===== src/rtl/conv_readout_pkg.sv =====
package conv_readout_pkg;
  typedef enum logic {
    MODE_CHAIN = 1'b0,
    MODE_CS    = 1'b1
  } rd_mode_e;
endpackage


===== src/rtl/cr_pin_reg.sv =====
module cr_pin_reg #(
  parameter int          W       = 1,
  parameter logic [W-1:0] RST_VAL = '0
) (
  input  logic         clk_i,
  input  logic         rst_ni,
  input  logic [W-1:0] d_i,
  output logic [W-1:0] q_o
);
  always_ff @(posedge clk_i or negedge rst_ni) begin
    if (!rst_ni) q_o <= RST_VAL;
    else         q_o <= d_i;
  end
endmodule


===== src/rtl/cr_conv_timer.sv =====
module cr_conv_timer #(
  parameter int CONV_CYCLES = 20
) (
  input  logic clk_i,
  input  logic rst_ni,
  input  logic start_i,
  output logic active_o,
  output logic done_o
);
  localparam int CNT_W = $clog2(CONV_CYCLES + 1);

  logic [CNT_W-1:0] cnt_q;

  assign done_o = active_o && (cnt_q == '0);

  always_ff @(posedge clk_i or negedge rst_ni) begin
    if (!rst_ni) begin
      active_o <= 1'b0;
      cnt_q    <= '0;
    end else if (start_i && !active_o) begin
      active_o <= 1'b1;
      cnt_q    <= CNT_W'(CONV_CYCLES - 1);
    end else if (done_o) begin
      active_o <= 1'b0;
    end else if (active_o) begin
      cnt_q <= cnt_q - 1'b1;
    end
  end
endmodule


===== src/rtl/cr_shifter.sv =====
module cr_shifter #(
  parameter int DATA_W = 16
) (
  input  logic              clk_i,
  input  logic              rst_ni,
  input  logic              load_i,
  input  logic [DATA_W-1:0] data_i,
  input  logic              start_bit_i,
  input  logic              shift_i,
  input  logic              fill_i,
  output logic              bit_o
);
  logic [DATA_W-1:0] sr_q;
  logic              start_q;

  assign bit_o = start_q ? 1'b1 : sr_q[DATA_W-1];

  always_ff @(posedge clk_i or negedge rst_ni) begin
    if (!rst_ni) begin
      sr_q    <= '0;
      start_q <= 1'b0;
    end else if (load_i) begin
      sr_q    <= data_i;
      start_q <= start_bit_i;
    end else if (shift_i) begin
      // a pending start bit is consumed without moving the word
      if (start_q) start_q <= 1'b0;
      else         sr_q    <= {sr_q[DATA_W-2:0], fill_i};
    end
  end
endmodule


===== src/rtl/conv_readout_if.sv =====
module conv_readout_if
  import conv_readout_pkg::*;
#(
  parameter int DATA_W      = 16,
  parameter int CONV_CYCLES = 20
) (
  input  logic              clk_i,
  input  logic              rst_ni,
  input  logic              cnv_i,
  input  logic              sck_i,
  input  logic              sdi_i,
  input  logic [DATA_W-1:0] result_i,
  output logic              core_active_o,
  output logic              sdo_o,
  output logic              sdo_oe_o
);
  localparam int PIN_W = 3;

  logic [PIN_W-1:0] pins_q;
  logic             cnv_q, sck_q, sdi_q;
  logic             cnv_rise, sck_fall, start_acc;
  logic             conv_done, shift_bit;
  logic             selected, busy_en, ready_q, chain_busy_q;
  rd_mode_e         mode_q;

  cr_pin_reg #(.W(PIN_W), .RST_VAL(3'b100)) u_pins (
    .clk_i (clk_i),
    .rst_ni(rst_ni),
    .d_i   ({sdi_i, sck_i, cnv_i}),
    .q_o   (pins_q)
  );

  assign {sdi_q, sck_q, cnv_q} = pins_q;
  assign cnv_rise  = cnv_i & ~cnv_q;
  assign sck_fall  = sck_q & ~sck_i;
  assign start_acc = cnv_rise & ~core_active_o;

  cr_conv_timer #(.CONV_CYCLES(CONV_CYCLES)) u_timer (
    .clk_i   (clk_i),
    .rst_ni  (rst_ni),
    .start_i (cnv_rise),
    .active_o(core_active_o),
    .done_o  (conv_done)
  );

  // mode from the level one clock before the strobe edge: sdi tied to cnv reads low
  always_ff @(posedge clk_i or negedge rst_ni) begin
    if (!rst_ni) begin
      mode_q       <= MODE_CS;
      chain_busy_q <= 1'b0;
      ready_q      <= 1'b0;
    end else begin
      if (start_acc) begin
        mode_q       <= sdi_q ? MODE_CS : MODE_CHAIN;
        chain_busy_q <= sck_q;
      end
      if (start_acc)      ready_q <= 1'b0;
      else if (conv_done) ready_q <= 1'b1;
    end
  end

  assign selected  = ~cnv_i | ~sdi_i;
  assign busy_en   = (mode_q == MODE_CS) ? selected : chain_busy_q;
  assign shift_bit = sck_fall & ready_q & ((mode_q == MODE_CHAIN) | selected);

  logic sh_bit;

  cr_shifter #(.DATA_W(DATA_W)) u_shift (
    .clk_i      (clk_i),
    .rst_ni     (rst_ni),
    .load_i     (conv_done),
    .data_i     (result_i),
    .start_bit_i(busy_en),
    .shift_i    (shift_bit),
    .fill_i     ((mode_q == MODE_CHAIN) & sdi_i),
    .bit_o      (sh_bit)
  );

  assign sdo_oe_o = (mode_q == MODE_CHAIN) | selected;
  assign sdo_o    = sdo_oe_o & ~core_active_o & sh_bit;
endmodule


===== config.mk =====
export PLATFORM = sky130hd
export DESIGN_NAME = conv_readout_if
export DESIGN_NICKNAME = d
export VERILOG_FILES = /design/src/rtl/conv_readout_pkg.sv /design/src/rtl/cr_pin_reg.sv /design/src/rtl/cr_conv_timer.sv /design/src/rtl/cr_shifter.sv /design/src/rtl/conv_readout_if.sv
export SDC_FILE = /design/constraint.sdc
export NUM_CORES = 1
export LEC_CHECK = 0
export ABC_AREA = 1
export CELL_PAD_IN_SITES_DETAIL_PLACEMENT = 1
export CELL_PAD_IN_SITES_GLOBAL_PLACEMENT = 1
export CORE_MARGIN = 3
export CORE_UTILIZATION = 37
export CTS_BUF_LIST = sky130_fd_sc_hd__clkbuf_8
export CTS_CLUSTER_DIAMETER = 60
export CTS_CLUSTER_SIZE = 30
export DETAILED_ROUTE_END_ITERATION = 8
export GPL_TIMING_DRIVEN = 1
export PLACE_DENSITY = 0.79
export SYNTH_ARGS = -nofsm -noshare
export SYNTH_HDL_FRONTEND = slang
export SYNTH_SLANG_ARGS = --single-unit

===== constraint.sdc =====
create_clock -name clk_i -period 1.3 [get_ports clk_i]
set_input_delay 0.195 -clock clk_i [delete_from_list [all_inputs] [get_ports clk_i]]
set_output_delay 0.195 -clock clk_i [all_outputs]
set_load 0.005 [all_outputs]

* Yosys cells after proc, flatten, opt, wreduce, memory -nomap -nowiden
Index checks and enable logic that the tools add are counted.
Operators by class: add/subtract/negate cells 1, bitwise gates (word level) 16, reductions and logical operators 10, muxes and demuxes 15, eq/ne operators 2
Operator list (count):
- two-way mux 16 bit | 3
- two-way mux 5 bit | 3
- two-way mux 1 bit | 9
- bitwise AND 1 bit | 8
- nonzero test 2 bit | 4
- inverter 1 bit | 6
- zero test 5 bit | 1
- subtractor 5 x 1 -> 5 bit (second input constant) | 1
- AND reduction 2 bit | 2
- logical AND 1 bit | 2
- != test 2 x 1 -> 1 bit (second input constant) | 1
- != test 2 bit (second input constant) | 1
- OR 1 bit | 2
- zero test 1 bit | 1
Storage, ports and cells: logic and storage cells 52, register bits after elaboration 29, output and inout bits 3, input port bits 21

* Depth between registers and ports, before layout
Gate-level depths: netlist (run 1).
depth after elaboration 6, depth in mapped cells 9, mapped depth without buffers 9

* By module
Synthesis (run 1) repeated with hierarchy kept, for this count alone.
Second synthesis, totals: cell total of the unflattened synthesis 202, area, all modules 1561.5 um2
Modules (own cells, without submodules):
- cr_shifter | area an instance 965.9 um2, cells each 129, times used 1, sequential area each 425.4 um2
- cr_conv_timer | area an instance 332.8 um2, cells each 43, times used 1, sequential area each 150.1 um2
- conv_readout_if | area an instance 186.4 um2, cells each 27, times used 1, sequential area each 76.3 um2
- cr_pin_reg | area an instance 76.3 um2, cells each 3, times used 1, sequential area each 76.3 um2

* Worst setup path before layout (run 1)
OpenSTA, ideal clock, no wires.
kind reg-to-reg, start point register u_timer.cnt_q[0], end point register u_shift.sr_q[15], path slack -103 ps, library setup time 117 ps, cell stages (with the launch flop) 9, period minus slack after synthesis 1403 ps, data required time 1183 ps, arrival 1286 ps, buffers on the path 1, cell sequence dfrtp_1 > inv_1 > ha_1 > nand2_2 > nor2_4 > buf_6 > nand4_1 > nand3_1 > nand2_1
On the way: word-level cells in the longest chain between the ends 4, elaborated cells on any way between the ends 6, classes of those cells 1 x eq/ne; 1 x mux; 4 x reduce/logical
RTL lines:
- start: declaration | line cr_conv_timer.sv:12 | logic [CNT_W-1:0] cnt_q;
- start signal: assignment | line cr_conv_timer.sv:22 | cnt_q <= CNT_W'(CONV_CYCLES - 1);
- start signal: assignment | line cr_conv_timer.sv:26 | cnt_q <= cnt_q - 1'b1;
- zero test 5 bit (*) | line cr_conv_timer.sv:14 | assign done_o = active_o && (cnt_q == '0);
- logical AND 1 bit (*) | line cr_conv_timer.sv:14
- != test 2 bit (no source line) / nonzero test 2 bit (equally long branches)
- AND reduction 2 bit (no source line)
- end signal: assignment | line cr_shifter.sv:23 | sr_q <= data_i;
- end signal: assignment | line cr_shifter.sv:28 | else sr_q <= {sr_q[DATA_W-2:0], fill_i};
- end: declaration | line cr_shifter.sv:13 | logic [DATA_W-1:0] sr_q;
Every way passes the cells marked *; elsewhere a longest branch is shown, timed or not. A chain may end at the register's enable or synchronous reset.

* Worst setup path after layout (run 1)
start point register u_timer.cnt_q[0], end point register u_timer.cnt_q[3]
On the way: word-level cells in the longest chain between the ends 4, elaborated cells on any way between the ends 8, classes of those cells 1 x add/sub; 1 x eq/ne; 3 x mux; 3 x reduce/logical
RTL lines (line):
- subtractor 5 x 1 -> 5 bit / zero test 5 bit (equally long branches) | cr_conv_timer.sv:26, cr_conv_timer.sv:14
- two-way mux 5 bit / logical AND 1 bit (equally long branches) | cr_conv_timer.sv:25, cr_conv_timer.sv:14
- two-way mux 5 bit / != test 2 x 1 -> 1 bit (equally long branches)
- two-way mux 5 bit / AND reduction 2 bit (equally long branches)
Several ways; a longest one is shown, not always the timed one. The select of a mux whose other input is x is not followed.

==> results_dict.tcl, run 1 <==
set metrics [dict create \
    p_clk_share_pct 15.4 \
    crit_type "reg2reg" \
    reg2reg_to "u_timer.cnt_q[3]" \
    switchingPower_mw 1.98 \
    final_hold_viol_count 0 \
    crit_chain "inv_2 -> ha_4 -> nand2_4 -> nor2_4 -> nand2_2 -> nand2_4 -> nand2_4 -> nand2_2 -> nand2_1" \
    arrival_ps 1610 \
    swShare_pct 40.9 \
    synth_area_um2 1600 \
    endpoint_kind "flop" \
    portBuffers 23 \
    clock_skew_ps 6.46 \
    core_um2 4090 \
    grt_pass1_wl_um 7870 \
    post-synth-top-area-cell "dfrtp_1" \
    cts.sinks 29 \
    nFillCells 504 \
    clock_latency_ps 280 \
    muxShareOfSynthArea_pct 0 \
    io_pins 24 \
    antenna_cells 0 \
    first_pass_iters 4 \
    die_h_um 71.7 \
    rr_startpoint "u_timer.cnt_q[0]" \
    synth_fp_nets 217 \
    crit_top_cell "nand2_4" \
    final_antenna_net_count 0 \
    start_util_pct 39.0 \
    gp_congestion 0.731 \
    synthToLayoutAreaGrowth_pct 38.4 \
    slowest_stage "dfrtp_1" \
    yosys.area_share.simple_pct 41.0 \
    hp-class "in2async" \
    min_period_ps 1430 \
    max-vdd-ir-drop_uv 934 \
    routed_wl_um 4570 \
    num_vias 1543 \
    synth-compound-area-share_pct 2.51 \
    status "complete, but fails checks" \
    max_clock_freq_ghz 0.698 \
    cpLargestDelayFamily "simple AND/OR/NAND/NOR gates" \
    period_share_pct 110 \
    htreeDepth 2 \
    power.density_nw_per_um2 2190 \
    multiInputGateArea_um2 758 \
    fin_util_pct 54.0 \
    cp.depth 9 \
    p_comb_share_pct 53.8 \
    synth-xor-area-share_pct 0.549 \
    setup_viol 23 \
    overflow 0 \
    synth_top_family_by_area "simple AND/OR/NAND/NOR gates" \
    slowest_delay_ps 390 \
    final-max-slew-violation-count 0 \
    p_int_mw 2.85 \
    startpoint_type "flop" \
    cts.clk_slew.worst_paths_ps 60 \
    critPathRequiredTime_ps 1470 \
    maxCapViolCount 0 \
    place_ws_ps -352 \
    cts.path.max_buffers 2 \
    yosys_warnings 0 \
    violations "negative setup slack" \
    rsz0062_at_grt "true" \
    synth_fa_ha_area_share_pct 0.784 \
    dieArea_um2 5140 \
    antenna_found_initial 0 \
    synthTopCellsByArea "dfrtp_1, nand2_1, nand3_1" \
    layout-drive-gt1-share_pct 27.5 \
    crit_fanout 6 \
    reg2reg_slack_ps -130 \
    grt_pass1_vias 1664 \
    cts_tree "built" \
    cts_buffers 5 \
    power_frac_seq_pct 30.8 \
    ys_types 25 \
    synth-seq-cells 29 \
    syn_inst 195 \
    synth_area_per_cell_um2 8.18 \
    wl_per_cell_um 15.2 \
    yosys.area.top_type_share_pct 42.4 \
    drt_iter0_drc 129 \
    crit_buf_inv 1 \
    dp_hpwl_um 2970 \
    chipWidth_um 71.7 \
    grt_start_max_net_pins 30 \
    final_common_cell "nand2_1" \
    relSlewSlack_pct 85.1 \
    fin_ws_ps -133 \
    grt_usage_pct 20.1 \
    tightest_slew_ps 223 \
    power.leakage_nw 1.14 \
    cts.hold.buffers_added 0 \
    ys_seq_area_share_pct 45.6 \
    viasPerCell 5.13 \
    rows 23 \
    reg2regPathDepth 9 \
    regArea_um2 728 \
    layout_common_cells "nand2_1, buf_4, dfrtp_1" \
    finalNetCount 273 \
    drc_errors 0 \
    cts-root-buf "clkbuf_8" \
]
-- kinds of logic (layout without fill, tap and decap cells) --
group                      count (synthesis)  in the layout
buffers and inverters                     23             79
adders and majority gates                  1              1
DFF                                       29             29
xor gates and xnor gates                   1              1
AOI/OAI and AO/OA                          7              7
and+or+nand+nor                          134            134
-- synthesized netlist by cell type (all sizes together) --
cell type and n:
buf 10, dfrtp 27, dfstp 2, ha 1, inv 13, nand2 84, nand3 24, nand4 18
nor2 6, nor3 2, o211a 1, o21ai 6, xor2 1
-- registers in the layout, summed over array words and instances (netlist names) --
register,cells
chain_busy_q,1
mode_q,1
ready_q,1
u_pins.q_o,3
u_shift.sr_q,16
u_shift.start_q,1
u_timer.active_o,1
u_timer.cnt_q,5
-- per-layer routing --
layer	GRT usage, %	part of all wire [%]
met2	34.0	51
met1	24.9	43
met3	4.49	3.6
met4	7.93	2.2
met5	0	0
-- layout make-up --
type	count	area share, %
Clock buffer	6	3.74
Clock inverter	1	0.170
Inverter	13	2.32
Multi-Input combinational cell	143	34.4
Sequential cell	29	33.0
Tap cell	50	2.83
Timing Repair Buffer	59	23.6
-- through the flow --
stage | hold slack, ps | power [mW] | area, um2 | setup TNS [ps] | cells
2_1_floorplan | -101 | 2.99 | 1610 | 0 | 195
3_3_place_gp | 440 | 3.68 | 2040 | -3770 | 286
3_5_place_dp | 461 | 3.80 | 2040 | -4630 | 286
4_1_cts | 278 | 4.71 | 2170 | -1360 | 299
5_1_grt | 283 | 5.27 | 2210 | -4270 | 301
6_report | 274 | 4.83 | 2210 | -1710 | 301
-- worst register-to-register path, cell delays in order, from the launching register on --
cell and delay, ps:
dfrtp_1 390, inv_2 80, ha_4 170, nand2_4 60, nor2_4 180, nand2_2 110, nand2_4 130, nand2_4 70
nand2_2 70, nand2_1 60
-- worst max path at each step --
stage                          start  slack (ps)                to
floorplan           u_timer.cnt_q[0]           4  u_shift.sr_q[15]
global placement               cnv_i        -330             sdo_o
detailed placement             cnv_i        -350             sdo_o
CTS                 u_timer.cnt_q[0]        -120   u_shift.sr_q[6]
global route        u_timer.cnt_q[0]        -260   u_shift.sr_q[6]
finish              u_timer.cnt_q[0]        -130  u_timer.cnt_q[3]
-- repair_timing --
item / in CTS / in global routing
gates resized for setup: 13 / 5
endpoints found under the hold margin: 0 / 0
buffers inserted: 5 / 2
cloned: 1 / 0
pin swaps: 7 / 4
endpoints found under the setup margin: 21 / 25
-- power by group through the flow --
stage / registers [mW] / clock network (mW) / logic [mW]
after floorplan: 1.48 / 0 / 1.51
final: 1.49 / 0.745 / 2.60
after global routing: 1.53 / 0.809 / 2.93
after CTS: 1.49 / 0.753 / 2.47
after detailed placement: 1.51 / 0 / 2.29
after global placement: 1.49 / 0 / 2.18
(Power assumes the default switching activity.)
==> run 2, diff against run 1 <==
--- a/config.mk
+++ b/config.mk
@@ -6,16 +6,14 @@
 export NUM_CORES = 1
 export LEC_CHECK = 0
 export ABC_AREA = 1
-export CELL_PAD_IN_SITES_DETAIL_PLACEMENT = 1
-export CELL_PAD_IN_SITES_GLOBAL_PLACEMENT = 1
 export CORE_MARGIN = 3
-export CORE_UTILIZATION = 37
+export CORE_UTILIZATION = 40
 export CTS_BUF_LIST = sky130_fd_sc_hd__clkbuf_8
 export CTS_CLUSTER_DIAMETER = 60
 export CTS_CLUSTER_SIZE = 30
 export DETAILED_ROUTE_END_ITERATION = 8
 export GPL_TIMING_DRIVEN = 1
-export PLACE_DENSITY = 0.79
+export PLACE_DENSITY = 0.66
 export SYNTH_ARGS = -nofsm -noshare
 export SYNTH_HDL_FRONTEND = slang
 export SYNTH_SLANG_ARGS = --single-unit
==> run 2 against run 1 <==
Effect of this change: the run still ends with negative setup slack left; total power is 2.5% lower; combinational power is 7% lower; clock skew is 1.3 ps higher; sequential power hardly changed; hold slack worse by 14 ps; final cell count is 3.0% lower; global-route usage is 4.0 points lower; critical path depth stayed put.
==> results_dict.tcl, run 2 (same netlist as run 1, synthesis figures left out) <==
set metrics [dict create \
    status "complete, but fails checks" \
    violations "negative setup slack" \
    multiInputGateArea_um2 833 \
    reg2regPathDepth 9 \
    met2_length_um 1840 \
    regMostFlops "u_shift.sr_q" \
    viasPerCell 5.15 \
    grt_pass1_wl_um 6160 \
    nFillCells 335 \
    final_common_cell "nand2_1" \
    routed_wl_um 3880 \
    cts.path.max_buffers 2 \
    clock_skew_ps 7.77 \
    largest_reg_flops 16 \
    reg2reg_slack_ps -80 \
    core_um2 3740 \
    crit_type "reg2reg" \
    hp-class "in2async" \
    grt_usage_pct 16.1 \
    first_pass_iters 4 \
    final_hold_viol_count 0 \
    wl_met3_um 182 \
    cts_buffers 5 \
    start_util_pct 42.6 \
    place_ws_ps -279 \
    cts.clk_slew.worst_paths_ps 60 \
    htreeDepth 2 \
    wl_per_cell_um 13.3 \
    finalNetCount 265 \
    antenna_found_initial 0 \
    arrival_ps 1550 \
    setup_viol 20 \
    cts-root-buf "clkbuf_8" \
    synthToLayoutAreaGrowth_pct 41.7 \
    dp_hpwl_um 2320 \
    startpoint_type "flop" \
    topRoutingLayerUsed "met4" \
    min_period_ps 1380 \
    clock_latency_ps 290 \
    period_share_pct 106 \
    crit_fanout 6 \
    critPathRequiredTime_ps 1480 \
    wl_met1_um 1780 \
    layout-drive-gt1-share_pct 28.3 \
    cts_tree "built" \
    crit_start "u_timer.cnt_q[1]" \
    grt_start_max_net_pins 30 \
    endpoint_kind "flop" \
    max-vdd-ir-drop_uv 941 \
    grt_pass1_vias 1325 \
    cts.hold.buffers_added 0 \
    whs_ps 260 \
    overflow 0 \
    dieArea_um2 4780 \
    rows 22 \
    relSlewSlack_pct 83.2 \
    fin_ws_ps -75.2 \
    drt_iter0_drc 129 \
    rsz0062_at_grt "true" \
    layout_common_cells "nand2_1, dfrtp_1, clkdlybuf4s50_1" \
    power.leakage_nw 1.16 \
    portBuffers 23 \
    regArea_um2 728 \
    power.density_nw_per_um2 2080 \
    cts.sinks 29 \
    die_h_um 69.2 \
    reg2reg_to "u_timer.cnt_q[1]" \
    max_clock_freq_ghz 0.727 \
    gp_congestion 0.752 \
    num_vias 1505 \
    maxCapViolCount 0 \
    final_antenna_net_count 0 \
    antenna_cells 0 \
    drc_errors 0 \
    final-max-slew-violation-count 0 \
    reg.largest.list "u_shift.sr_q (16), u_timer.cnt_q (5), u_pins.q_o (3)" \
    chipWidth_um 69.2 \
    io_pins 24 \
    tightest_slew_ps 252 \
    rr_startpoint "u_timer.cnt_q[1]" \
]
-- run 2: cell types whose count changed in the layout (fill, tap and decap cells not counted), sizes merged --
cell,before,now
buf,38,27
clkbuf,6,8
clkdlybuf4s15,1,0
dlygate4sd2,0,1
inv,14,15
nand2,84,85
-- run 2: per-layer routing --
metal  vias to the layer above  GRT usage, %
li1                        740             -
met1                       715          22.0
met2                        39          23.8
met3                        11          2.77
met4                         0          9.11
met5                         -             0
-- run 2: layout make-up --
type / instances / area share (%)
tap: 48 / 2.66
inverter: 13 / 2.38
sequential: 29 / 32.2
clock inverter: 2 / 0.332
multi-input combinational: 144 / 36.9
timing repair buffer: 50 / 21.9
clock buffer: 6 / 3.65
-- run 2: per-stage QoR --
stage | instances | utilization (%) | TNS [ps] | cell area, um2 | total power [mW]
after detailed placement | 277 | 53.0 | -4280 | 1990 | 3.58
final | 292 | 60.4 | -673 | 2260 | 4.71
after floorplan | 195 | - | 0 | 1610 | 2.99
after global placement | 277 | 53.0 | -3950 | 1990 | 3.54
after global routing | 292 | 60.4 | -2750 | 2260 | 5.08
after CTS | 290 | 56.7 | -1490 | 2120 | 4.44
-- run 2: what timing repair did --
action                                  CTS  global route
endpoints found under the setup margin   21            24
cloned                                    0             2
resized for setup                         9            25
buffers inserted                          5             1
pin swaps                                 3            12
-- run 2: worst max-delay path, stage by stage (launching register included) --
cell and delay (ps):
dfrtp_1 390, inv_2 70, ha_4 170, nand2_4 60, nor2_4 190, nand2_2 110
nand2_4 120, nand2_4 70, nand2_2 50, nand2_1 40
-- run 2: how the worst max path moves through the flow --
| stage | end | slack [ps] | cells past startpoint |
|---|---|---|---|
| after floorplan | u_shift.sr_q[15] | 4 | 8 |
| final | u_timer.cnt_q[1] | -80 | 9 |
| after global placement | sdo_o | -280 | 4 |
| after CTS | sdo_oe_o | -100 | 2 |
| after detailed placement | sdo_o | -280 | 4 |
| after global routing | u_timer.cnt_q[3] | -180 | 9 |
-- run 2: where the power goes --
group          internal (mW)  switching, mW
sequential              1.27          0.253
clock                  0.415          0.342
combinational           1.11           1.32
